File: src/rtl/pixel_serializer.sv
module pixel_serializer #(
  parameter int ACTIVE_DOTS = 512,
  parameter int FETCH_LAT   = 2
) (
  input  logic       clk,
  input  logic       rst_n,
  input  logic       line_go,
  input  logic [1:0] depth,
  input  logic [3:0] bank,
  input  logic       blank,
  input  logic [7:0] byte_in,
  output logic       fetch,
  output logic [7:0] pix_idx
);
  localparam int LAST = ACTIVE_DOTS + FETCH_LAT + 2;
  localparam int CW   = $clog2(LAST + 1) + 1;
  localparam logic [CW-1:0] LAST_W = CW'(LAST);
  localparam logic [CW-1:0] ACT_W  = CW'(ACTIVE_DOTS);
  localparam logic [CW-1:0] LD0    = CW'(FETCH_LAT + 1);
  localparam logic [CW-1:0] ST0    = CW'(FETCH_LAT + 2);
  localparam logic [CW-1:0] ONE_W  = CW'(1);

  logic [CW-1:0] cyc;
  logic [1:0]    depth_q;
  logic [3:0]    bank_q;
  logic [7:0]    shreg;
  logic [7:0]    idx_q;

  logic [CW-1:0] f_pos, l_pos, s_pos;
  logic [2:0]    byte_msk;
  logic [1:0]    pix_msk;
  logic          load, in_stage, pix_end;
  logic [7:0]    shifted, pix_bits, formed;

  assign f_pos    = cyc - ONE_W;
  assign l_pos    = cyc - LD0;
  assign s_pos    = cyc - ST0;
  assign byte_msk = (depth_q == 2'd0) ? 3'd7 : 3'd3;
  assign pix_msk  = (depth_q == 2'd3) ? 2'd3 : (depth_q == 2'd2) ? 2'd1 : 2'd0;

  assign fetch    = (cyc != '0) && (f_pos < ACT_W) && ((f_pos[2:0] & byte_msk) == 3'd0);
  assign load     = (cyc >= LD0) && (l_pos < ACT_W) && ((l_pos[2:0] & byte_msk) == 3'd0);
  assign in_stage = (cyc >= ST0) && (s_pos < ACT_W);
  assign pix_end  = (s_pos[1:0] & pix_msk) == pix_msk;

  always_comb begin
    case (depth_q)
      2'd0:    begin shifted = {shreg[6:0], 1'b0}; pix_bits = {7'd0, shreg[7]};   end
      2'd1:    begin shifted = {shreg[5:0], 2'b0}; pix_bits = {6'd0, shreg[7:6]}; end
      2'd2:    begin shifted = {shreg[3:0], 4'b0}; pix_bits = {4'd0, shreg[7:4]}; end
      default: begin shifted = 8'd0;               pix_bits = shreg;              end
    endcase
  end

  assign formed  = (depth_q == 2'd3) ? pix_bits : {bank_q, pix_bits[3:0]};
  assign pix_idx = blank ? 8'd0 : idx_q;

  always_ff @(posedge clk) begin
    if (!rst_n) begin
      cyc     <= '0;
      depth_q <= 2'd0;
      bank_q  <= 4'd0;
      shreg   <= 8'd0;
      idx_q   <= 8'd0;
    end else begin
      if (line_go) begin
        cyc     <= ONE_W;
        depth_q <= depth;
        bank_q  <= bank;
      end else if (cyc == LAST_W) begin
        cyc <= '0;
      end else if (cyc != '0) begin
        cyc <= cyc + ONE_W;
      end
      if (load)
        shreg <= byte_in;
      else if (in_stage && pix_end)
        shreg <= shifted;
      idx_q <= in_stage ? formed : 8'd0;
    end
  end

  logic [3:0]    gap_a;
  logic          seen_a;
  logic [CW-1:0] nf_a;

  always_ff @(posedge clk) begin
    if (!rst_n) begin
      gap_a  <= 4'd0;
      seen_a <= 1'b0;
      nf_a   <= '0;
    end else if (line_go) begin
      gap_a  <= 4'd0;
      seen_a <= 1'b0;
      nf_a   <= '0;
    end else if (fetch) begin
      gap_a  <= 4'd0;
      seen_a <= 1'b1;
      nf_a   <= nf_a + ONE_W;
    end else if (gap_a != 4'd15) begin
      gap_a <= gap_a + 4'd1;
    end
  end

  assert_fetch_spacing_R4: assert property (@(posedge clk) disable iff (!rst_n)
    (fetch && seen_a) |-> (gap_a == ((depth_q == 2'd0) ? 4'd7 : 4'd3)));

  assert_fetch_count_R4: assert property (@(posedge clk) disable iff (!rst_n)
    (cyc == LAST_W) |-> (nf_a == ((depth_q == 2'd0) ? CW'(ACTIVE_DOTS / 8) : CW'(ACTIVE_DOTS / 4))));

  assert_bank_nibble_R2: assert property (@(posedge clk) disable iff (!rst_n)
    (!$past(line_go) && depth_q != 2'd3 && pix_idx != 8'd0) |-> (pix_idx[7:4] == bank_q));

  assert_one_bit_zero_R1: assert property (@(posedge clk) disable iff (!rst_n)
    (!$past(line_go) && depth_q == 2'd0) |-> (pix_idx[3:1] == 3'd0));

  assert_two_bit_zero_R1: assert property (@(posedge clk) disable iff (!rst_n)
    (!$past(line_go) && depth_q == 2'd1) |-> (pix_idx[3:2] == 2'd0));

  assert_mode_hold_R9: assert property (@(posedge clk) disable iff (!rst_n)
    !line_go |=> ($stable(depth_q) && $stable(bank_q)));
endmodule

File: config.mk
export PLATFORM = sky130hd
export DESIGN_NAME = pixel_serializer
export DESIGN_NICKNAME = d
export VERILOG_FILES = /design/src/rtl/pixel_serializer.sv
export SDC_FILE = /design/constraint.sdc
export NUM_CORES = 1
export LEC_CHECK = 0
export ABC_CLOCK_PERIOD_IN_PS = 3200
export BUFFER_PORTS_ARGS = -buffer_cell sky130_fd_sc_hd__buf_2
export CORE_UTILIZATION = 55
export DETAILED_ROUTE_END_ITERATION = 7
export GPL_TIMING_DRIVEN = 0
export HOLD_SLACK_MARGIN = 0.12
export PLACE_DENSITY = 0.77
export SLEW_MARGIN = 20
export SYNTH_ARGS = -nofsm -noshare
export SYNTH_HDL_FRONTEND = slang
export SYNTH_SLANG_ARGS = --single-unit
File: constraint.sdc
create_clock -name clk -period 3.2 [get_ports clk]
set_input_delay 0.48 -clock clk [delete_from_list [all_inputs] [get_ports clk]]
set_output_delay 0.48 -clock clk [all_outputs]
set_load 0.005 [all_outputs]
=== Yosys cells after proc, flatten, opt, wreduce, memory -nomap -nowiden ===
Cells that the tools add are included.

* Magnitude comparators: 5
* Reductions and logical operators: 14
* Equal/unequal tests: 5
* Muxes and demuxes: 12
* Bitwise operators: 4
* $add $sub $neg: 4

{| class="wikitable"
|+ Operators by type and width
! kind !! count
|-
| $pmux 8 s3 || 2
|-
| $lt 11x10->1 const B || 3
|-
| $mux 8 || 4
|-
| $add 11x1->11 const B || 1
|-
| $eq 11x10->1 const B || 1
|-
| $ge 11x2->1 const B || 1
|-
| $ge 11x3->1 const B || 1
|-
| $reduce_bool 11->1 || 1
|-
| $sub 11x1->11 const B || 1
|-
| $sub 11x2->11 const B || 1
|-
| $sub 11x3->11 const B || 1
|-
| $and 3x3->3 || 2
|-
| $logic_and 1x1->1 || 6
|-
| $logic_not 3->1 || 2
|-
| $eq 2x2->1 const B || 2
|-
| $mux 1 || 4
|-
| $mux 3 || 1
|-
| $reduce_bool 3->1 || 1
|-
| $reduce_or 3->1 || 1
|-
| $and 2x2->2 || 1
|-
| $eq 2x1->1 const B || 1
|-
| $eq 2x2->1 || 1
|-
| $logic_not 2->1 || 1
|-
| $mux 2 || 1
|-
| other kinds (3) || 3
|}

* Flip-flop bits (word level): 33
* Bits of input ports: 18
* Logic and storage cells: 50
* Output and inout port bits: 9

=== Logic depth before layout (Yosys ltp) ===
Gate-level depths: netlist of the first run.

* Depth in word-level cells: 8
* Mapped depth: 7
* Depth with buffers taken out: 7

=== Least setup slack after synthesis of the first run ===
Ideal clock, no wire load.

* Path kind: register to output
* From: register cyc[0]
* To: output port fetch
* Slack: 1.249 ns
* Cell stages (with the launch flop): 7
* Data required time: 2.720 ns
* Arrival: 1.471 ns
* Path buffers: 0
* Cells stage by stage: dfxtp_1 inv_1 ha_1 or2_2 a31oi_1 a31oi_1 nor3b_1

* Cells in the longest elaborated chain, start to end: 4
* Elaborated cells on any way between the ends: 7
* Classes of those cells: 1 x add/sub; 1 x order compare; 1 x bitwise; 4 x reduce/logical

{| class="wikitable"
|+ RTL lines
! what !! RTL line !! RTL
|-
| start: declaration || 23 || <nowiki>logic [CW-1:0] cyc;</nowiki>
|-
| start signal: assignment || 73 || <nowiki>cyc <= cyc + ONE_W;</nowiki>
|-
| $sub 11x1->11 || 35 || <nowiki>assign f_pos = cyc - ONE_W;</nowiki>
|-
| $lt 11x10->1 / $and 3x3->3 (equally long branches) || 41 || <nowiki>assign fetch = (cyc != '0) && (f_pos < ACT_W) && ((f_pos[2:0] & byte_msk) == 3'd0);</nowiki>
|-
| $logic_and 1x1->1 / $logic_not 3->1 (equally long branches) || 41 ||
|-
| $logic_and 1x1->1 * || 41 ||
|-
| end: declaration || 12 || <nowiki>output logic fetch,</nowiki>
|}

Every way passes the cells marked *; elsewhere a longest branch is shown, timed or not.

=== Final worst setup path of the first run ===
Same ends and word-level chain as after synthesis.

==> results.ini, run 1 <==
[synthesis]
ys_warn_count = 0
yosysMostFrequentCell = dfxtp_1
synth_top_area_share_pct = 34.5
syn_inst = 219
syn_area_per_cell_um2 = 8.75
netlist_top_cells_count = dfxtp_1 (33), nand2_1 (26), mux2i_1 (19)
synth-edff-count = 0
synth_area_leaders = dfxtp_1 (34%), mux2i_1 (9.9%), nor2b_1 (5.9%)
syn-num-nets = 242
async_reset_ff_share_pct = 0
ys_seq_elements = 33
syn_area_um2 = 1920
ys_seq_area_share_pct = 34.5
ys.flop_type = dfxtp_1
synth_area_leader_cell = dfxtp_1
synthDistinctLibCells = 48

[cts]
cts-htree-levels = 2
cts_buffers = 5
cts_root_buffer = clkbuf_4
cts_setup_buffers = 0
hold_buffers = 0
clock_sinks = 33
clk_pin_slew_ns = 0.10
clk_latency_ns = 0.34
cts_tree = built
post_cts_resize_count = 0
clockBufferDepth = 2

[setup_path]
crit_slowest_cell = or3b_2
cp_max_fo = 11
cp.arrival_ns = 2.12
start_kind = register
end_kind = output port
cpLargestDelayFamily = simple AND/OR/NAND/NOR gates
cp_cell_sequence = inv_1 > ha_1 > or3b_2 > o21ai_0 > a21oi_1 > a41oi_1 > nor3b_1 > buf_2
path_class = reg2out
path_buf_inv = 2
critPathMaxStageDelay_ns = 0.48
crit_required_ns = 2.72

[routing]
final_antenna_net_count = 0
via_count = 1594
drt_iter0_drc = 64
drt-total-wl_um = 3720
wire_per_inst_um = 12.5
drt_pass1_iterations = 4
drc = 0
vias_per_cell = 5.37

[timing]
finalMaxSlewViolations = 0
tightest_slew_ns = 0.542
grt_setup_unrepaired = no
period_minus_slack_ns = 2.60
fin_skew_ns = 0.00613
relSlewSlack_pct = 63.6
hold_violations = 0
fin_crit_sh_pct = 81.2
setup_viol = 0
fmax_mhz = 385
tns_ns = 0

[power]
peakVddDrop_v = 0.000211
power_uw = 831
power_leakage_uw = 0.000859
power.density_nw_per_um2 = 381

[global_routing]
grt_pass1_wl_um = 6350
grt.busiest_layer = met2
grt_max_degree = 12
grt_util_met1_pct = 27.2
grt_use_total_pct = 23.4
grt_antenna_before_repair = 0
grt_pass1_vias = 1472
use_met3_pct = 6.72
grt-ovfl-total = 0
grtUsageMet2_pct = 39.8

[flow_run]
drv_cap = 0

[placed_design]
portBuffers = 24
dp_hpwl_um = 2820
place_congestion = 0.925
placed_area_um2 = 2090

[finish]
fillers = 303
fin_util_pct = 65.3
drive_above_1_share_pct = 21.9
antenna_cells = 0
area_growth_pct = 13.7
fin_nets = 273
post-route-cell-area_um2 = 2180

[die]
io_pins = 27
die_area_um2 = 3730
die_w_um = 61.0
die_h_um = 61.0
core_area_um2 = 3340
initial_utilization_pct = 57.4
num_rows = 21

[worst_hold_path]
min_path_type = in2reg

[run_status]
status = completed

cell type report:
type	instances	area, um^2	share of cell area [%]
plain buffers	11	70.1	3.21
clock buffers	7	55.1	2.53
clock inverters	1	30.0	1.38
inverters	3	11.3	0.517
multi-input cells	172	1170	53.9
flip-flops and latches	33	661	30.3
well taps	46	57.6	2.64
repair buffers	24	120	5.51
metal layers:
layer  part of all wire [%]  vias up  wire (um)
li1                       -      832          -
met1                     43      718       1610
met2                     50       34       1880
met3                    4.3       10        159
met4                    2.1        0         78
met5                      0        -          0
power by group:
part | switching, uW | leakage [uW] | total, uW | internal, uW
clock | 142 | 0.0000455 | 328 | 186
combinational | 41.4 | 0.000546 | 77.6 | 36.2
sequential | 8.72 | 0.000267 | 425 | 417
registers in the layout, summed over array words and instances (netlist names):
signal and flops:
cyc 11, idx_q 8, shreg 8, bank_q 4
depth_q 2
cells by family after synthesis:
family | Yosys count | share of synthesized area (%)
AO/OA/AOI/OAI | 44 | 16.0
adder cells (fa/ha/maj) | 5 | 3.26
XOR/XNOR | 9 | 4.11
buffers and inverters | 14 | 4.24
AND/OR/NAND/NOR | 94 | 27.4
multiplexers | 20 | 10.5
flip-flops | 33 | 34.5
path summary, 6_finish.rpt:
kind	start	to	slack (ns)	cells past startpoint
max	cyc[0]	fetch	0.60	8
min	byte_in[5]	shreg[5]	0.38	3
max reg2reg	cyc[0]	shreg[3]	1.12	7
min reg2reg	bank_q[1]	idx_q[5]	0.47	2
placed cells by master, fill, tap and decap left out, types with 2 or more instances in the layout:
| cell type | Yosys | layout |
|---|---|---|
| o22ai_1 | 3 | 3 |
| nand3_1 | 8 | 8 |
| a21oi_1 | 9 | 9 |
| buf_2 | 4 | 28 |
| inv_1 | 3 | 3 |
| buf_6 | 3 | 3 |
| ha_1 | 5 | 5 |
| xnor2_1 | 3 | 3 |
| nor2b_1 | 18 | 18 |
| clkbuf_1 | 3 | 4 |
| xor2_1 | 6 | 6 |
| or2_2 | 2 | 2 |
| o31ai_1 | 4 | 4 |
| clkbuf_4 | 0 | 5 |
| nor3b_1 | 6 | 6 |
| and3_2 | 2 | 2 |
| nand4_1 | 2 | 2 |
| or2_1 | 2 | 2 |
| a211oi_1 | 4 | 4 |
| nand2_1 | 26 | 26 |
| dfxtp_1 | 33 | 33 |
| nor2_1 | 15 | 15 |
| or3_1 | 2 | 2 |
| o21ai_0 | 9 | 9 |
| a31oi_1 | 5 | 5 |
| mux2i_1 | 19 | 19 |
worst reg2reg max path: stages, from the launching register on:
cell and delay, ns:
dfxtp_1 0.57, ha_1 0.33, nor3b_1 0.07, mux2_2 0.29, a21oi_2 0.31, or2_1 0.15, buf_2 0.17, a31oi_1 0.10
metrics by stage:
| step | cells | worst slack [ns] | hold WS [ns] |
|---|---|---|---|
| 2_1_floorplan | 219 | 1.25 | 0.436 |
| 5_1_grt | 297 | 0.399 | 0.365 |
| 6_report | 297 | 0.601 | 0.376 |
| 3_5_place_dp | 289 | 0.975 | 0.455 |
| 4_1_cts | 297 | 0.593 | 0.372 |
| 3_3_place_gp | 289 | 0.977 | 0.453 |
Note: power is estimated with default switching activity, not from simulation.
==> run 2, diff against run 1 <==
--- a/config.mk
+++ b/config.mk
@@ -5,13 +5,14 @@
 export SDC_FILE = /design/constraint.sdc
 export NUM_CORES = 1
 export LEC_CHECK = 0
-export ABC_CLOCK_PERIOD_IN_PS = 3200
+export ABC_AREA = 1
+export ABC_CLOCK_PERIOD_IN_PS = 2200
 export BUFFER_PORTS_ARGS = -buffer_cell sky130_fd_sc_hd__buf_2
-export CORE_UTILIZATION = 55
+export CORE_UTILIZATION = 52
 export DETAILED_ROUTE_END_ITERATION = 7
 export GPL_TIMING_DRIVEN = 0
 export HOLD_SLACK_MARGIN = 0.12
-export PLACE_DENSITY = 0.77
+export PLACE_DENSITY = 0.76
 export SLEW_MARGIN = 20
 export SYNTH_ARGS = -nofsm -noshare
 export SYNTH_HDL_FRONTEND = slang
==> constraint.sdc (replaced) <==
create_clock -name clk -period 2.2 [get_ports clk]
set_input_delay 0.33 -clock clk [delete_from_list [all_inputs] [get_ports clk]]
set_output_delay 0.33 -clock clk [all_outputs]
set_load 0.005 [all_outputs]
==> run 2 against run 1 <==
Against the previous run:
- clock skew grew 0.0061 ns
- worst setup slack lost 0.50 ns
- global-route usage shrank 0.51 points
- flip-flop and latch count is the same
- utilization shrank 2.0 points
- cell count grew 26%
==> results.ini, run 2 <==
[die]
io_pins = 27  ; unchanged
num_rows = 22  ; was 21
initial_utilization_pct = 55.4  ; was 57.4%
die_area_um2 = 4210  ; was 3730 um^2
core_area_um2 = 3720  ; was 3340 um^2
die_h_um = 64.9  ; was 61.0 um
die_w_um = 64.9  ; was 61.0 um

[setup_path]
cp_cell_sequence = clkbuf_4 > inv_1 > ha_1 > nand3_2 > o2111ai_1 > nor3b_2 > buf_2  ; was inv_1 > ha_1 > or3b_2 > o21ai_0 > a21oi_1 > a41oi_1 > nor3b_1 > buf_2
crit_cells = 7  ; was 8
cpLargestDelayFamily = buffers and inverters  ; was simple AND/OR/NAND/NOR gates
crit_required_ns = 1.87  ; was 2.72 ns
r2r_cells = 11  ; was 7
end_kind = output port  ; unchanged
cp_max_fo = 7  ; was 11
critPathMaxStageDelay_ns = 0.39  ; was 0.48 ns
start_kind = register  ; unchanged
path_class = reg2out  ; unchanged
cp.arrival_ns = 1.77  ; was 2.12 ns
crit_slowest_cell = dfxtp_1  ; was or3b_2
path_buf_inv = 3  ; was 2

[cts]
cts_root_buffer = clkbuf_8  ; was clkbuf_4
hold_buffers = 0  ; unchanged
cts_tree = built  ; unchanged
cts-htree-levels = 2  ; unchanged
cts_setup_buffers = 0  ; unchanged
clockBufferDepth = 2  ; unchanged
cts_buffers = 5  ; unchanged
clock_sinks = 33  ; unchanged
clk_pin_slew_ns = 0.07  ; was 0.10 ns
clk_latency_ns = 0.28  ; was 0.34 ns

[finish]
post-route-cell-area_um2 = 2350  ; was 2180 um^2
largest_reg_flops = 11  ; unchanged
fin_nets = 347  ; was 273
fin_util_pct = 63.3  ; was 65.3%
top_regs = cyc: 11 flops, idx_q: 8 flops, shreg: 8 flops  ; unchanged
final_cell_mix = nor2_1 (51), nand2_1 (47), inv_1 (40), dfxtp_1 (33), a21oi_1 (25)  ; was dfxtp_1 (33), buf_2 (28), nand2_1 (26), mux2i_1 (19), nor2b_1 (18)
area_growth_pct = 14.3  ; was 13.7%
largest-register = cyc  ; unchanged
layout_commonest_cell = nor2_1  ; was dfxtp_1
antenna_cells = 0  ; unchanged
drive_above_1_share_pct = 22.5  ; was 21.9%

[global_routing]
grt_use_total_pct = 22.9  ; was 23.4%
grt_pass1_wl_um = 7550  ; was 6350 um
grt_pass1_vias = 1709  ; was 1472
grt-ovfl-total = 0  ; unchanged
grt_max_degree = 11  ; was 12
grt_antenna_before_repair = 0  ; unchanged

[placed_design]
place_congestion = 0.988  ; was 0.925
placed_area_um2 = 2240  ; was 2090 um^2
portBuffers = 24  ; unchanged
dp_hpwl_um = 3270  ; was 2820 um

[timing]
fin_crit_sh_pct = 95.4
relSlewSlack_pct = 70.4  ; was 63.6%
tightest_slew_ns = 0.442  ; was 0.542 ns
period_minus_slack_ns = 2.10
finalMaxSlewViolations = 0  ; unchanged
fin_skew_ns = 0.0122  ; was 0.00613 ns
grt_setup_unrepaired = no  ; unchanged
tns_ns = 0  ; unchanged
fmax_mhz = 476
hold_violations = 0  ; unchanged
setup_viol = 0  ; unchanged

[worst_hold_path]
min_path_type = in2reg  ; unchanged
holdPathStages = 3  ; unchanged

[synthesis]
ys_warn_count = 0  ; unchanged
syn_area_um2 = 2060  ; was 1920 um^2
syn-num-nets = 316  ; was 242
synth_area_leaders = dfxtp_1 (32%), nor2_1 (9.3%), nand2_1 (8.6%)  ; was dfxtp_1 (34%), mux2i_1 (9.9%), nor2b_1 (5.9%)
ys.flop_type = dfxtp_1  ; unchanged
synth-edff-count = 0  ; unchanged
syn_area_per_cell_um2 = 7.02  ; was 8.75 um^2
async_reset_ff_share_pct = 0  ; unchanged
ys_seq_elements = 33  ; unchanged
synthDistinctLibCells = 36  ; was 48
synth_top_area_share_pct = 32.1  ; was 34.5%
netlist_top_cells_count = nor2_1 (51), nand2_1 (47), inv_1 (40)  ; was dfxtp_1 (33), nand2_1 (26), mux2i_1 (19)
syn_inst = 293  ; was 219
yosysMostFrequentCell = nor2_1  ; was dfxtp_1
ys_seq_area_share_pct = 32.1  ; was 34.5%
synth_area_leader_cell = dfxtp_1  ; unchanged

[routing]
final_antenna_net_count = 0  ; unchanged
wire_per_inst_um = 11.6  ; was 12.5 um
vias_per_cell = 5.09  ; was 5.37
via_count = 1900  ; was 1594
drc = 0  ; unchanged
drt_iter0_drc = 97  ; was 64
drt_pass1_iterations = 4  ; unchanged
drt-total-wl_um = 4340  ; was 3720 um

[power]
power.density_nw_per_um2 = 568  ; was 381 nW/um^2
power_leakage_uw = 0.00106  ; was 0.000859 uW
peakVddDrop_v = 0.000464  ; was 0.000211 V

[run_status]
status = completed  ; unchanged

[flow_run]
drv_cap = 0  ; unchanged

-- run 2: cell count changes after synthesis, sizes merged, moves of 14 or more --
cell	before	now
inv	3	46
mux2i	19	0
nor2b	18	0
nand2	27	51
nor2	15	61
nand3	8	22
a21oi	10	27
-- run 2: worst paths after layout --
check,startpoint,to,slack [ns]
max,cyc[0],fetch,0.10
min reg2reg,shreg[6],idx_q[2],0.50
min,bank[0],bank_q[0],0.27
max reg2reg,cyc[1],shreg[6],0.37
-- run 2: cell families (layout without fill, tap and decap cells) --
family,after synthesis,in the layout,share of synthesized area [%]
AND/OR/NAND/NOR,142,142,35.3
buffers and inverters,55,87,12.2
AO/OA/AOI/OAI,50,50,14.0
flip-flops,33,33,32.1
XOR/XNOR,8,8,3.40
adder cells (fa/ha/maj),5,5,3.04
-- run 2: cell type report --
class	instances	area [um^2]
Fill cell	377	1360
Clock inverter	1	5.00
Sequential cell	33	661
Tap cell	48	60.1
Multi-Input combinational cell	205	1160
Buffer	8	73.8
Inverter	47	179
Clock buffer	7	96.3
Timing Repair Buffer	24	120
-- run 2: power by group --
group	switching [uW]	internal, uW	total (uW)
sequential	19.3	615	634
clock	215	283	498
combinational	126	77.3	203
total	360	975	1330
-- run 2: tightest hold or removal path, stage by stage --
cell	delay (ns)
buf_2	0.07
nor2_1	0.03
nor2_1	0.08
-- run 2: timing repair --
action	4_1_cts	5_1_grt
resized for setup	2	1
endpoints found under the hold margin	0	0
endpoints found under the setup margin	1	1
-- run 2: routing by layer --
layer / global-route usage [%] / up-vias / wire length, um
li1: - / 990 / -
met1: 29.8 / 853 / 2090
met2: 38.0 / 53 / 1990
met3: 3.87 / 4 / 215
met4: 7.50 / 0 / 46
met5: 0 / - / 0
-- run 2: stage by stage --
stage	instances	setup WS, ns	power (uW)	hold slack [ns]
floorplan	293	0.587	784	0.437
global placement	365	0.307	833	0.470
detailed placement	365	0.261	836	0.483
CTS	373	0.0222	1340	0.268
global route	373	0.0145	1400	0.273
finish	373	0.101	1330	0.271
